`src/rtl/srd_pkg.sv`:
```
package srd_pkg;
   // Width of a counter or field that must hold values 0..n-1, at least one bit.
   function automatic int srd_width(input int n);
      return (n > 1) ? $clog2(n) : 1;
   endfunction
endpackage

```
`src/rtl/srd_lane_prefix.sv`:
```
module srd_lane_prefix #(
   parameter int LANES = 4,
   parameter int IDX_W = 3,
   parameter int SUM_W = 8
) (
   input  logic [LANES*IDX_W-1:0] rel_i,
   input  logic [SUM_W-1:0]       base_i,
   output logic [LANES*SUM_W-1:0] pos_o,
   output logic [SUM_W-1:0]       next_base_o
);
   // run[k] is the first column lane k may land on
   logic [SUM_W-1:0] run [LANES+1];

   assign run[0] = base_i;

   for (genvar k = 0; k < LANES; k++) begin : g_lane
      logic [SUM_W-1:0] pos_k;
      assign pos_k                    = run[k] + SUM_W'(rel_i[k*IDX_W +: IDX_W]);
      assign run[k+1]                 = pos_k + SUM_W'(1);
      assign pos_o[k*SUM_W +: SUM_W]  = pos_k;
   end

   assign next_base_o = run[LANES];
endmodule

```
`src/rtl/srd_row_tracker.sv`:
```
module srd_row_tracker #(
   parameter int WPR   = 2,
   parameter int GATES = 4
) (
   input  logic                              clk,
   input  logic                              rst_n,
   input  logic                              step_i,
   output logic                              last_o,
   output logic [srd_pkg::srd_width(GATES)-1:0] gate_o
);
   localparam int CW = srd_pkg::srd_width(WPR);
   localparam int GW = srd_pkg::srd_width(GATES);

   logic [CW-1:0] word_q;
   logic [GW-1:0] gate_q;

   assign last_o = (word_q == CW'(WPR - 1));
   assign gate_o = gate_q;

   always_ff @(posedge clk) begin
      if (!rst_n) begin
         word_q <= '0;
         gate_q <= '0;
      end else if (step_i) begin
         if (last_o) begin
            word_q <= '0;
            gate_q <= (gate_q == GW'(GATES - 1)) ? '0 : gate_q + GW'(1);
         end else begin
            word_q <= word_q + CW'(1);
         end
      end
   end
endmodule

```
`src/rtl/srd_decoder.sv`:
```
module srd_decoder #(
   parameter int LANES       = 4,
   parameter int IDX_W       = 3,
   parameter int ROW_LEN     = 12,
   parameter int NNZ_PER_ROW = 8,
   parameter int GATES       = 4
) (
   input  logic                                       clk,
   input  logic                                       rst_n,
   input  logic                                       in_valid,
   output logic                                       in_ready,
   input  logic [LANES*IDX_W-1:0]                     in_rel,
   output logic                                       out_valid,
   input  logic                                       out_ready,
   output logic [LANES*srd_pkg::srd_width(ROW_LEN)-1:0] out_addr,
   output logic                                       out_last,
   output logic [srd_pkg::srd_width(GATES)-1:0]       out_gate,
   output logic                                       out_err
);
   localparam int ADDR_W = srd_pkg::srd_width(ROW_LEN);
   localparam int GW     = srd_pkg::srd_width(GATES);
   localparam int WPR    = NNZ_PER_ROW / LANES;
   localparam int SPAN_W = $clog2(NNZ_PER_ROW * (2 ** IDX_W) + 1);
   localparam int SUM_W  = ((SPAN_W > ADDR_W) ? SPAN_W : ADDR_W) + 1;

   initial begin
      if (LANES < 1 || IDX_W < 1 || GATES < 1)
         $fatal(1, "srd_decoder: LANES, IDX_W and GATES must be positive");
      if (NNZ_PER_ROW % LANES != 0 || NNZ_PER_ROW < LANES)
         $fatal(1, "srd_decoder: NNZ_PER_ROW must be a nonzero multiple of LANES");
      if (NNZ_PER_ROW > ROW_LEN)
         $fatal(1, "srd_decoder: more nonzeros than columns in a row");
   end

   logic                   accept;
   logic [SUM_W-1:0]       base_q;
   logic [SUM_W-1:0]       next_base;
   logic [LANES*SUM_W-1:0] pos;
   logic                   row_last;
   logic [GW-1:0]          row_gate;
   logic [LANES-1:0]       lane_over;
   logic [LANES*ADDR_W-1:0] addr_d;

   assign in_ready = !out_valid || out_ready;
   assign accept   = in_valid && in_ready;

   srd_lane_prefix #(.LANES(LANES), .IDX_W(IDX_W), .SUM_W(SUM_W)) u_prefix (
      .rel_i       (in_rel),
      .base_i      (base_q),
      .pos_o       (pos),
      .next_base_o (next_base)
   );

   srd_row_tracker #(.WPR(WPR), .GATES(GATES)) u_track (
      .clk    (clk),
      .rst_n  (rst_n),
      .step_i (accept),
      .last_o (row_last),
      .gate_o (row_gate)
   );

   for (genvar k = 0; k < LANES; k++) begin : g_out
      assign lane_over[k]                 = pos[k*SUM_W +: SUM_W] >= SUM_W'(ROW_LEN);
      assign addr_d[k*ADDR_W +: ADDR_W]   = pos[k*SUM_W +: ADDR_W];
   end

   always_ff @(posedge clk) begin
      if (!rst_n) begin
         out_valid <= 1'b0;
         base_q    <= '0;
         out_addr  <= '0;
         out_last  <= 1'b0;
         out_gate  <= '0;
         out_err   <= 1'b0;
      end else if (accept) begin
         out_valid <= 1'b1;
         out_addr  <= addr_d;
         out_last  <= row_last;
         out_gate  <= row_gate;
         out_err   <= |lane_over;
         base_q    <= row_last ? '0 : next_base;
      end else if (out_ready) begin
         out_valid <= 1'b0;
      end
   end
endmodule

```
`config.mk`:
```
export PLATFORM = sky130hd
export DESIGN_NAME = srd_decoder
export DESIGN_NICKNAME = d
export VERILOG_FILES = /design/src/rtl/srd_pkg.sv /design/src/rtl/srd_lane_prefix.sv /design/src/rtl/srd_row_tracker.sv /design/src/rtl/srd_decoder.sv
export SDC_FILE = /design/constraint.sdc
export NUM_CORES = 1
export LEC_CHECK = 0
export BUFFER_PORTS_ARGS = -buffer_cell sky130_fd_sc_hd__buf_2
export CAP_MARGIN = 20
export CORE_MARGIN = 4
export CORE_UTILIZATION = 55
export DETAILED_ROUTE_END_ITERATION = 7
export PLACE_DENSITY = 0.74
export SLEW_MARGIN = 20
export SYNTH_ARGS = -nofsm -noshare
export SYNTH_HDL_FRONTEND = slang
export SYNTH_SLANG_ARGS = --single-unit
```
`constraint.sdc`:
```
create_clock -name clk -period 5.1 [get_ports clk]
set_input_delay 0.765 -clock clk [delete_from_list [all_inputs] [get_ports clk]]
set_output_delay 0.765 -clock clk [all_outputs]
set_load 0.005 [all_outputs]
```
; After elaboration in Yosys (flattened, before gate mapping)
; Cells that the tools add are included.
[totals]
output_inout_bits = 22
latch_bits = 0
romBits = 0
ff_bits = 32
n_memories = 0
in_bits = 16
ramBits = 0
word_cells = 34
[op_classes]
n_bitwise = 0
n_reduce_logical = 6
magnitude_cmp = 4
muxes = 5
n_div = 0
eq_ne = 1
shift = 0
n_addsub = 10
mul = 0
[op_table]
columns = operator, n
row1 = $add 8x1->8 const B, 4
row2 = $add 8x3->8, 4
row3 = $ge 8x4->1 const B, 4
row4 = $mux 8, 1
row5 = $reduce_or 4->1, 1
row6 = $mux 1, 3
row7 = $add 2x1->2 const B, 1
row8 = $eq 2x2->1 const B, 1
row9 = $mux 2, 1
row10 = $reduce_and 2->1, 1
row11 = $reduce_bool 2->1, 1
row12 = $add 1x1->1 const B, 1
row13 = $logic_and 1x1->1, 1
row14 = $logic_not 1->1, 1
row15 = $logic_or 1x1->1, 1

; Logic depth before layout (Yosys ltp)
; Gate-level depths: netlist (run 1).
[depth]
ltp_word = 9
mapped_depth = 18
mapped_depth_nobuf = 18

; Cells and area by module
; A second synthesis (run 1) with hierarchy kept.
[hier_totals]
cells_unflattened = 298
hier_area_um2 = 2533.7
[by_module_without_submodules]
columns = module, seq_area_each_um2, cells_each, instances, area_each_um2
row1 = srd_decoder, 580.6, 140, 1, 1275.0
row2 = srd_lane_prefix, 0.0, 146, 1, 1121.1
row3 = srd_row_tracker, 60.1, 12, 1, 137.6

; Worst setup path before layout (run 1)
; Ideal clock, no wire load.
[synth_timing]
kind = input-to-reg
start = input port in_rel[0]
end = register base_q[5]
path_buffers = 0
setup_ns = 0.118
path_stages = 18
t_arrival_ns = 4.604
t_required_ns = 4.982
setup_slack_ns = 0.378
cell_sequence = ha_1 -> fa_1 -> xnor2_1 -> inv_1 -> ha_1 -> xor2_1 -> ha_1 -> xnor2_1 -> inv_1 -> ha_1 -> a21oi_1 -> a21oi_1 -> mux2i_2 -> a21oi_1 -> or4_4 -> and3_1 -> o21ai_1 -> a21boi_1
[synth_via]
elab_chain_len = 9
[synth_lines]
columns = item, line
row1 = start: declaration, srd_decoder.sv:12  ; input logic [LANES*IDX_W-1:0] in_rel,
row2 = $add 8x3->8, srd_lane_prefix.sv:18  ; assign pos_k = run[k] + SUM_W'(rel_i[k*IDX_W +: IDX_W]);
row3 = net pos[2], srd_decoder.sv:38  ; logic [LANES*SUM_W-1:0] pos;
row4 = $add 8x1->8, srd_lane_prefix.sv:19  ; assign run[k+1] = pos_k + SUM_W'(1);
row5 = $add 8x3->8, srd_lane_prefix.sv:18
row6 = net pos[10], srd_decoder.sv:38
row7 = $add 8x1->8, srd_lane_prefix.sv:19
row8 = $add 8x3->8, srd_lane_prefix.sv:18
row9 = net pos[18], srd_decoder.sv:38
row10 = $add 8x1->8, srd_lane_prefix.sv:19
row11 = $add 8x3->8, srd_lane_prefix.sv:18
row12 = $add 8x1->8, srd_lane_prefix.sv:19
row13 = $mux 8, srd_decoder.sv:81  ; base_q <= row_last ? '0 : next_base;
row14 = end signal: assignment, srd_decoder.sv:81
row15 = end: declaration, srd_decoder.sv:36  ; logic [SUM_W-1:0] base_q;
; The timed path passes the listed nets, and every way through them passes these cells.
; A chain may end at the register's enable or synchronous reset.

; Worst setup path after layout (run 1)
; Ends and elaborated chain as after synthesis.

==> impl_metrics.ini, run 1 <==
[run_status]
status = finished clean

[finish]
drive_above_1_share_pct = 22.0
area_growth_pct = 14.1
multiInputGateArea_um2 = 1640
diodes = 0
final_common_cell = nand2_1
final_cell_mix = nand2_1 (39), buf_2 (37), dfxtp_1 (32)
stdcell_count = 368
postLayoutCellArea_um2 = 2730
num-fill-cells = 350
final_core_util_pct = 66.3
fin_nets = 353
regArea_um2 = 641

[synth]
ys_ff_latch = 32
synth_flop_cell = dfxtp_1
yosysWarnings = 0
post_synth.cell_area_avg_um2 = 8.54
syn_inst = 280
syn_area_um2 = 2390
synth_edf_count = 0
syn-num-nets = 316
synth.distinct_cells = 64
async_flop_share_pct = 0
seq_area_frac_synth_pct = 26.8

[drt]
ant_nets = 0
viasPerCell = 5.73
remaining_drc_errors = 0
num_vias = 2108
first_pass_iters = 4
routedWlPerCell_um = 15.4
drt-total-wl_mm = 5.67
drt_iter0_markers = 161

[run]
cap_violations = 0

[sta]
slew_headroom_pct = 58.6
fin_ws_ns = 0.329
timing.fmax_ghz = 0.210
hold_viol = 0
worstMarginPinSlew_ns = 0.613
skew_ns = 0.00318
rsz0062_at_grt = no
fin_setup_tns_ns = 0
finalSetupViolCount = 0
finalCritPeriodShare_pct = 93.6
slew_violations = 0
min_period_ns = 4.77

[clocking]
cts.clk_slew.worst_paths_ns = 0.07
cts_buffer_depth = 2
post_cts_buffers = 0
cts_made_buffers = 5
cts_tree = built
clock_latency_ns = 0.29
htree_levels = 2
cts_root_buf = clkbuf_8
cts_sinks = 32

[floorplan]
start_util_pct = 58.1
die_y_um = 74.0
die_w_um = 74.0
core_area_um2 = 4120
die_area_um2 = 5470
rows = 23
io-pin-count = 38

[placement]
dp_hpwl_mm = 4.26
dpl.cell_count = 360
pre_cts_ws_ns = 0.0249
placed_area_um2 = 2610
gp_congestion = 0.881
port_buffers = 37

[power_and_ir_drop]
ir_worst_vdd_mv = 0.486
p_leak_uw = 0.00125
powerDensity_nw_per_um2 = 607

[worst_setup_path]
crit_required_ns = 5.28
path_max_fanout = 4
critPathKind = in2reg
rrSetupSlack_ns = 0.59
end_kind = register
arrival_ns = 4.95
start_kind = input port

[global_route]
grt_max_degree = 35
grt-ovfl-total = 0
grt_pass1_vias = 1978
grt_pass1_wl_mm = 9.43
antenna_found_initial = 0
track_usage_pct = 22.2

[worst_hold_path]
hold_path.class = reg2reg
synth_stat cells, types with 2 or more instances:
cell / count / area [µm²]
a21oi_1: 14 / 70.1
nor4_1: 2 / 12.5
nand3_1: 11 / 55.1
buf_2: 2 / 10.0
a41o_1: 2 / 20.0
fa_1: 4 / 80.1
nor2b_1: 5 / 31.3
o21ai_1: 2 / 10.0
nand2b_1: 3 / 18.8
xor2_1: 7 / 61.3
nand3b_1: 2 / 15.0
buf_6: 3 / 33.8
a211oi_1: 6 / 45.0
o211a_1: 6 / 60.1
nor3_1: 6 / 30.0
and3_1: 4 / 25.0
a21boi_1: 2 / 15.0
nand2_1: 39 / 146
a22oi_1: 4 / 30.0
dfxtp_1: 32 / 641
o21ai_0: 6 / 30.0
clkbuf_1: 7 / 26.3
o21a_1: 5 / 37.5
ha_1: 16 / 200
a21o_1: 3 / 22.5
inv_1: 14 / 52.6
xnor2_1: 10 / 87.6
nand4_1: 3 / 18.8
and2_1: 4 / 25.0
a21boi_0: 12 / 90.1
nor2_1: 11 / 41.3
flip-flops by register name (all words and copies together), names as in the netlist:
name            cells
u_track.gate_o      2
out_err             1
out_valid           1
out_last            1
u_track.last_o      1
out_gate            2
out_addr           16
base_q              8
kinds of logic after synthesis:
logic type                 after synthesis  share of synthesized area [%]
xor gates and xnor gates                19                           8.37
AOI/OAI and AO/OA                       79                           25.1
buffers and inverters                   26                           5.13
DFF                                     32                           26.8
and+or+nand+nor                        101                           21.5
muxes                                    2                          0.994
adders and majority gates               21                           12.1
metrics by stage:
stage | power, µW | hold slack, ns
4_1_cts | 1640 | 0.464
3_5_place_dp | 1380 | 0.454
3_3_place_gp | 1360 | 0.449
6_report | 1660 | 0.458
5_1_grt | 1810 | 0.476
2_1_floorplan | 1140 | 0.458
power breakdown:
part | total (µW) | switching, µW | leakage, µW | internal, µW
combinational | 1080 | 615 | 0.000931 | 469
sequential | 325 | 30.6 | 0.000263 | 295
clock | 248 | 103 | 0.0000541 | 145
total | 1660 | 749 | 0.00125 | 908
worst max-delay path, cell delays in order:
cell      delay, ns
buf_2          0.10
ha_1           0.24
fa_1           0.44
xnor2_1        0.20
inv_1          0.09
ha_1           0.30
xor2_1         0.25
ha_1           0.34
xnor2_2        0.22
inv_1          0.08
ha_1           0.38
a21oi_2        0.09
a21oi_1        0.20
mux2i_2        0.14
and3_2         0.24
or4_4          0.50
and3_1         0.19
o21ai_1        0.11
a21boi_1       0.08
worst paths after layout:
check	from	to	cells past startpoint
min	out_gate[0]	out_gate[0]	2
max reg2reg	base_q[0]	base_q[5]	18
min reg2reg	out_gate[0]	out_gate[0]	2
max	in_rel[0]	base_q[5]	19
per-layer routing:
layer,vias up,global-route usage (%),wire (µm),part of all wire (%)
met5,-,0,0,0
met4,0,8.25,140,2.5
met3,14,4.19,354,6.2
met2,66,34.8,2530,45
met1,953,30.4,2650,47
li1,1075,-,-,-
layout make-up:
type                       instances  share of cell area, %
multi-input combinational        222                   60.1
clock buffer                       5                   2.52
tap                               50                   2.29
clock inverter                     3                   1.56
timing repair buffer              42                   8.16
sequential                        32                   23.5
inverter                          14                   1.92
what timing repair did:
action                     4_1_cts  5_1_grt
setup endpoints to repair        0        2
hold buffers                     0        0
resized for setup                0        2
Note: power is estimated with default switching activity, not from simulation.
==> run 2, diff against run 1 <==
Settings changed: CORE_UTILIZATION 55 to 51, PLACE_DENSITY 0.74 to 0.72.
Clock period 5.1 ns to 4.2 ns, I/O delays scaled along.
==> run 2 against run 1 <==
Compared with the run above:
- non-clock buffer count is 34 higher
- count of clock-buffer cells in the layout is 1 higher
- cell count is 9.8% higher
- register-to-register slack worse by 0.48 ns
- total power is 65% higher
- sequential power is 22% higher
- combinational power is 90% higher
- utilization is 5.9 points higher
- flip-flop and latch count stayed put
- highest routed layer unchanged
- sequential share of layout area is 3.5 points lower
==> impl_metrics.ini, run 2 (same netlist as run 1, synthesis figures left out) <==
[run_status]
status = finished clean

[floorplan]
die_area_um2 = 5850
io-pin-count = 38
die_y_um = 76.5
core_area_um2 = 4440
start_util_pct = 53.8
die_w_um = 76.5
rows = 24

[drt]
met1_length_mm = 2.78
drt_iter0_markers = 110
num_vias = 2247
met2_length_mm = 3.11
routedWlPerCell_um = 15.3
wl_met3_um = 220
remaining_drc_errors = 0
first_pass_iters = 4
topRoutingLayerUsed = met4
viasPerCell = 5.56
drt-total-wl_mm = 6.17
ant_nets = 0

[clocking]
cts_sinks = 32
cts_made_buffers = 5
cts_tree = built
htree_levels = 2
clock_latency_ns = 0.29
cts_hold_buf = 0
cts.clk_slew.worst_paths_ns = 0.07
cts_root_buf = clkbuf_8
cts_buffer_depth = 2

[sta]
skew_ns = 0.00560
worstMarginPinSlew_ns = 0.517
slew_headroom_pct = 65.3
slew_violations = 0
hold_viol = 0
min_period_ns = 4.18
finalSetupViolCount = 0
whs_ns = 0.464
timing.fmax_ghz = 0.239
finalCritPeriodShare_pct = 99.5
rsz0062_at_grt = yes

[power_and_ir_drop]
p_leak_uw = 0.00144
p_int_uw = 1590
p_sw_uw = 1150
seqPwrFrac_pct = 14.5
swShare_pct = 42.0
powerDensity_nw_per_um2 = 853
pwr-share-clk_pct = 10.6
ir_worst_vdd_mv = 0.758
power.total_uw = 2740
p_comb_share_pct = 74.9

[worst_hold_path]
worstHoldStart = out_addr[5]
worstHoldEndpoint = out_addr[5]
hold_path.class = reg2reg
hold_path_depth = 2

[finish]
largest_register_ffs = 16
diodes = 0
final_core_util_pct = 72.2
regArea_um2 = 641
drive_above_1_share_pct = 37.5
multiInputGateArea_um2 = 1860
reg_top3 = out_addr (16), base_q (8)
fin_nets = 387
regMostFlops = out_addr
area_growth_pct = 34.2
final_cell_mix = nand2_1 (39), buf_4 (39), buf_2 (36)
num-fill-cells = 340
stdcell_count = 404

[worst_setup_path]
start_kind = input port
critPathKind = in2reg
arrival_ns = 4.36
reg2reg_depth = 13
crit_required_ns = 4.38
end_kind = register
r2r_end = base_q[5]
path_max_fanout = 3
rrSetupSlack_ns = 0.11
reg2reg_from = base_q[0]

[global_route]
grt_max_degree = 35
grt_pass1_wl_mm = 9.98
antenna_found_initial = 0
track_usage_pct = 20.8
grt_pass1_vias = 2173
grt-ovfl-total = 0

[placement]
dp_hpwl_mm = 4.62
port_buffers = 37
gp_congestion = 0.834
dpl.cell_count = 392

[run]
cap_violations = 0
[run 2: cell count changes in the layout (fill, tap and decap cells not counted), sizes merged]
cell	before	now
clkinvlp	1	0
clkbuf	5	6
buf	42	76
[run 2: worst max-delay path, stage by stage]
cell      delay, ns
buf_6          0.10
ha_4           0.17
fa_2           0.62
fa_2           0.48
fa_2           0.50
fa_2           0.39
a21oi_4        0.20
a21oi_2        0.05
mux2i_2        0.23
a21oi_2        0.08
or4_4          0.55
and3_4         0.17
o21ai_2        0.11
a21boi_1       0.08
[run 2: repair_timing]
item / 4_1_cts / 5_1_grt
endpoints found under the setup margin: 2 / 4
setup buffers: 0 / 4
gates resized for setup: 6 / 18
pin swaps: 4 / 14
[run 2: power by group through the flow]
stage / Combinational, µW / Sequential (µW) / Clock (µW)
detailed placement: 1830 / 404 / 0
global placement: 1810 / 401 / 0
finish: 2050 / 397 / 291
CTS: 1870 / 397 / 294
global route: 2230 / 403 / 312
floorplan: 1130 / 396 / 0
[run 2: how the worst max path moves through the flow]
stage	startpoint	end	slack [ns]
final	in_rel[0]	base_q[5]	0.02
after global routing	in_rel[0]	base_q[5]	-0.07
after CTS	in_rel[0]	base_q[5]	0.05
after detailed placement	in_rel[0]	base_q[7]	-0.32
after global placement	in_rel[0]	base_q[5]	-0.25
after floorplan	in_rel[0]	base_q[5]	-0.12
[run 2: layout make-up]
cell class | count | share of cell area [%]
multi-input combinational | 222 | 57.9
sequential | 32 | 20.0
timing repair buffer | 76 | 15.1
clock buffer | 6 | 2.26
tap | 52 | 2.03
inverter | 14 | 1.64
clock inverter | 2 | 1.09
[run 2: per-layer routing]
metal / global-route usage [%] / vias to the layer above
li1: - / 1143
met1: 25.2 / 1053
met2: 37.8 / 44
met3: 4.14 / 7
met4: 4.35 / 0
met5: 0 / -
[run 2: metrics by stage]
step	worst slack, ns	instance area (µm²)	setup TNS, ns
final	0.0218	3210	0
after global routing	-0.0739	3210	-0.141
after CTS	0.0483	3090	0
after detailed placement	-0.323	2940	-1.01
after global placement	-0.252	2940	-0.799
after floorplan	-0.120	2510	-0.199
==> run 3, diff against run 2 <==
Settings changed: GPL_TIMING_DRIVEN set to 0, PLACE_DENSITY 0.72 to 0.76.
==> run 3 against run 2 <==
Compared with the run above:
- the flow now finishes with violations (negative setup slack)
- critical endpoint unchanged
- non-clock buffer count decreased by 16
- utilization fell by 2.7 points
- register-to-register slack got worse by 0.13 ns
- fmax shrank 2.9%
- largest power group unchanged
==> impl_metrics.ini, run 3 (same netlist as run 1, synthesis figures left out) <==
[clocking]
cts_made_buffers = 5
cts_buffer_depth = 2
cts_root_buf = clkbuf_8
htree_levels = 2
cts_sinks = 32
cts_hold_buf = 0
clock_latency_ns = 0.28
cts_tree = built
cts.clk_slew.worst_paths_ns = 0.07

[floorplan]
io-pin-count = 38
die_area_um2 = 5850
start_util_pct = 53.8
core_area_um2 = 4440
die_w_um = 76.5
rows = 24
die_y_um = 76.5

[drt]
drt_iter0_markers = 156
ant_nets = 0
viasPerCell = 5.71
wl_met3_um = 280
topRoutingLayerUsed = met4
drt-total-wl_mm = 6.15
routedWlPerCell_um = 15.9
num_vias = 2217
remaining_drc_errors = 0
met2_length_mm = 3.00
first_pass_iters = 4
met1_length_mm = 2.79

[global_route]
track_usage_pct = 21.3
grt-ovfl-total = 0
grt_pass1_wl_mm = 10.2
grt_max_degree = 11
antenna_found_initial = 0
grt_pass1_vias = 2155

[sta]
finalCritPeriodShare_pct = 102
slew_headroom_pct = 66.6
timing.fmax_ghz = 0.232
slew_violations = 0
hold_viol = 0
fin_ws_ns = -0.104
whs_ns = 0.463
finalSetupViolCount = 2
worstMarginPinSlew_ns = 0.495
min_period_ns = 4.30
rsz0062_at_grt = yes
fin_setup_tns_ns = -0.112
skew_ns = 0.00725

[run]
cap_violations = 0

[worst_setup_path]
critPathKind = in2reg
arrival_ns = 4.48
end_kind = register
start_kind = input port
crit_required_ns = 4.38
path_max_fanout = 6

[finish]
reg_top3 = out_addr (16), base_q (8)
largest_register_ffs = 16
final_common_cell = nand2_1
final_core_util_pct = 69.5
area_growth_pct = 29.2
drive_above_1_share_pct = 31.8
regMostFlops = out_addr
fin_nets = 371
final_cell_mix = nand2_1 (39), buf_2 (37), dfxtp_1 (32)
stdcell_count = 388
diodes = 0

[power_and_ir_drop]
swShare_pct = 44.8
powerDensity_nw_per_um2 = 802
seqPwrFrac_pct = 15.7
power.total_uw = 2480
p_leak_uw = 0.00135
p_comb_share_pct = 71.2
pwr-share-clk_pct = 13.1
p_int_uw = 1370
p_sw_uw = 1110
ir_worst_vdd_mv = 0.769

[run_status]
status = finished, violations left
failed_checks = negative setup slack

[placement]
gp_congestion = 0.823
port_buffers = 37
dp_hpwl_mm = 4.58
dpl.cell_count = 369

[worst_hold_path]
hold_path.class = reg2reg
==> run 3: cell types whose count changed in the layout (fill, tap and decap cells not counted), sizes merged <==
cell / change
clkinv: -1
clkbuf: +8
buf: -23
==> run 3: cell type report <==
type                       count  area, µm²
multi-input combinational    222       1860
timing repair buffer          48        274
sequential                    32        641
buffer                        12       76.3
fill                         360       1350
clock inverter                 1       30.0
tap                           52       65.1
inverter                      14       52.6
clock buffer                   7       96.3
==> run 3: timing repair <==
action                                  4_1_cts  5_1_grt
resized for setup                             9       13
setup buffers                                 9        2
gates cloned                                  0        0
endpoints found under the hold margin         0        0
endpoints found under the setup margin        4        4
pin swaps                                    12       19
==> run 3: stage by stage <==
step	setup WS, ns	instance area [µm²]
floorplan	-0.120	2510
finish	-0.104	3090
global placement	-0.619	2760
detailed placement	-0.720	2760
CTS	-0.0107	3000
global route	-0.212	3090
==> run 3: layer usage <==
layer	track usage (%)	vias to the layer above
li1	-	1114
met1	27.8	1042
met2	35.6	51
met3	4.49	10
met4	5.43	0
met5	0	-
==> run 3: power by group through the flow <==
| stage | logic [µW] | clock network [µW] | registers [µW] |
|---|---|---|---|
| 2_1_floorplan | 1130 | 0 | 396 |
| 3_3_place_gp | 1400 | 0 | 395 |
| 3_5_place_dp | 1440 | 0 | 397 |
| 4_1_cts | 1580 | 329 | 390 |
| 5_1_grt | 1910 | 345 | 397 |
| 6_report | 1760 | 325 | 390 |
==> run 3: path summary, 6_finish.rpt <==
check	from	to	slack, ns	cells past startpoint
setup / recovery	in_rel[0]	base_q[5]	-0.10	15
setup reg to reg	base_q[0]	base_q[5]	-0.02	14
hold / removal	out_last	out_last	0.46	2
hold reg to reg	out_last	out_last	0.46	2
==> run 3: worst max-delay path, stage by stage <==
cell and delay (ns):
buf_6 0.09, ha_4 0.16, fa_2 0.63, fa_2 0.49, fa_2 0.45, a21oi_4 0.18, o31a_1 0.18, a2111oi_4 0.06
or3_1 0.36, buf_6 0.15, and3_4 0.17, or4_4 0.56, and3_4 0.17, o21ai_2 0.12, a21boi_1 0.06
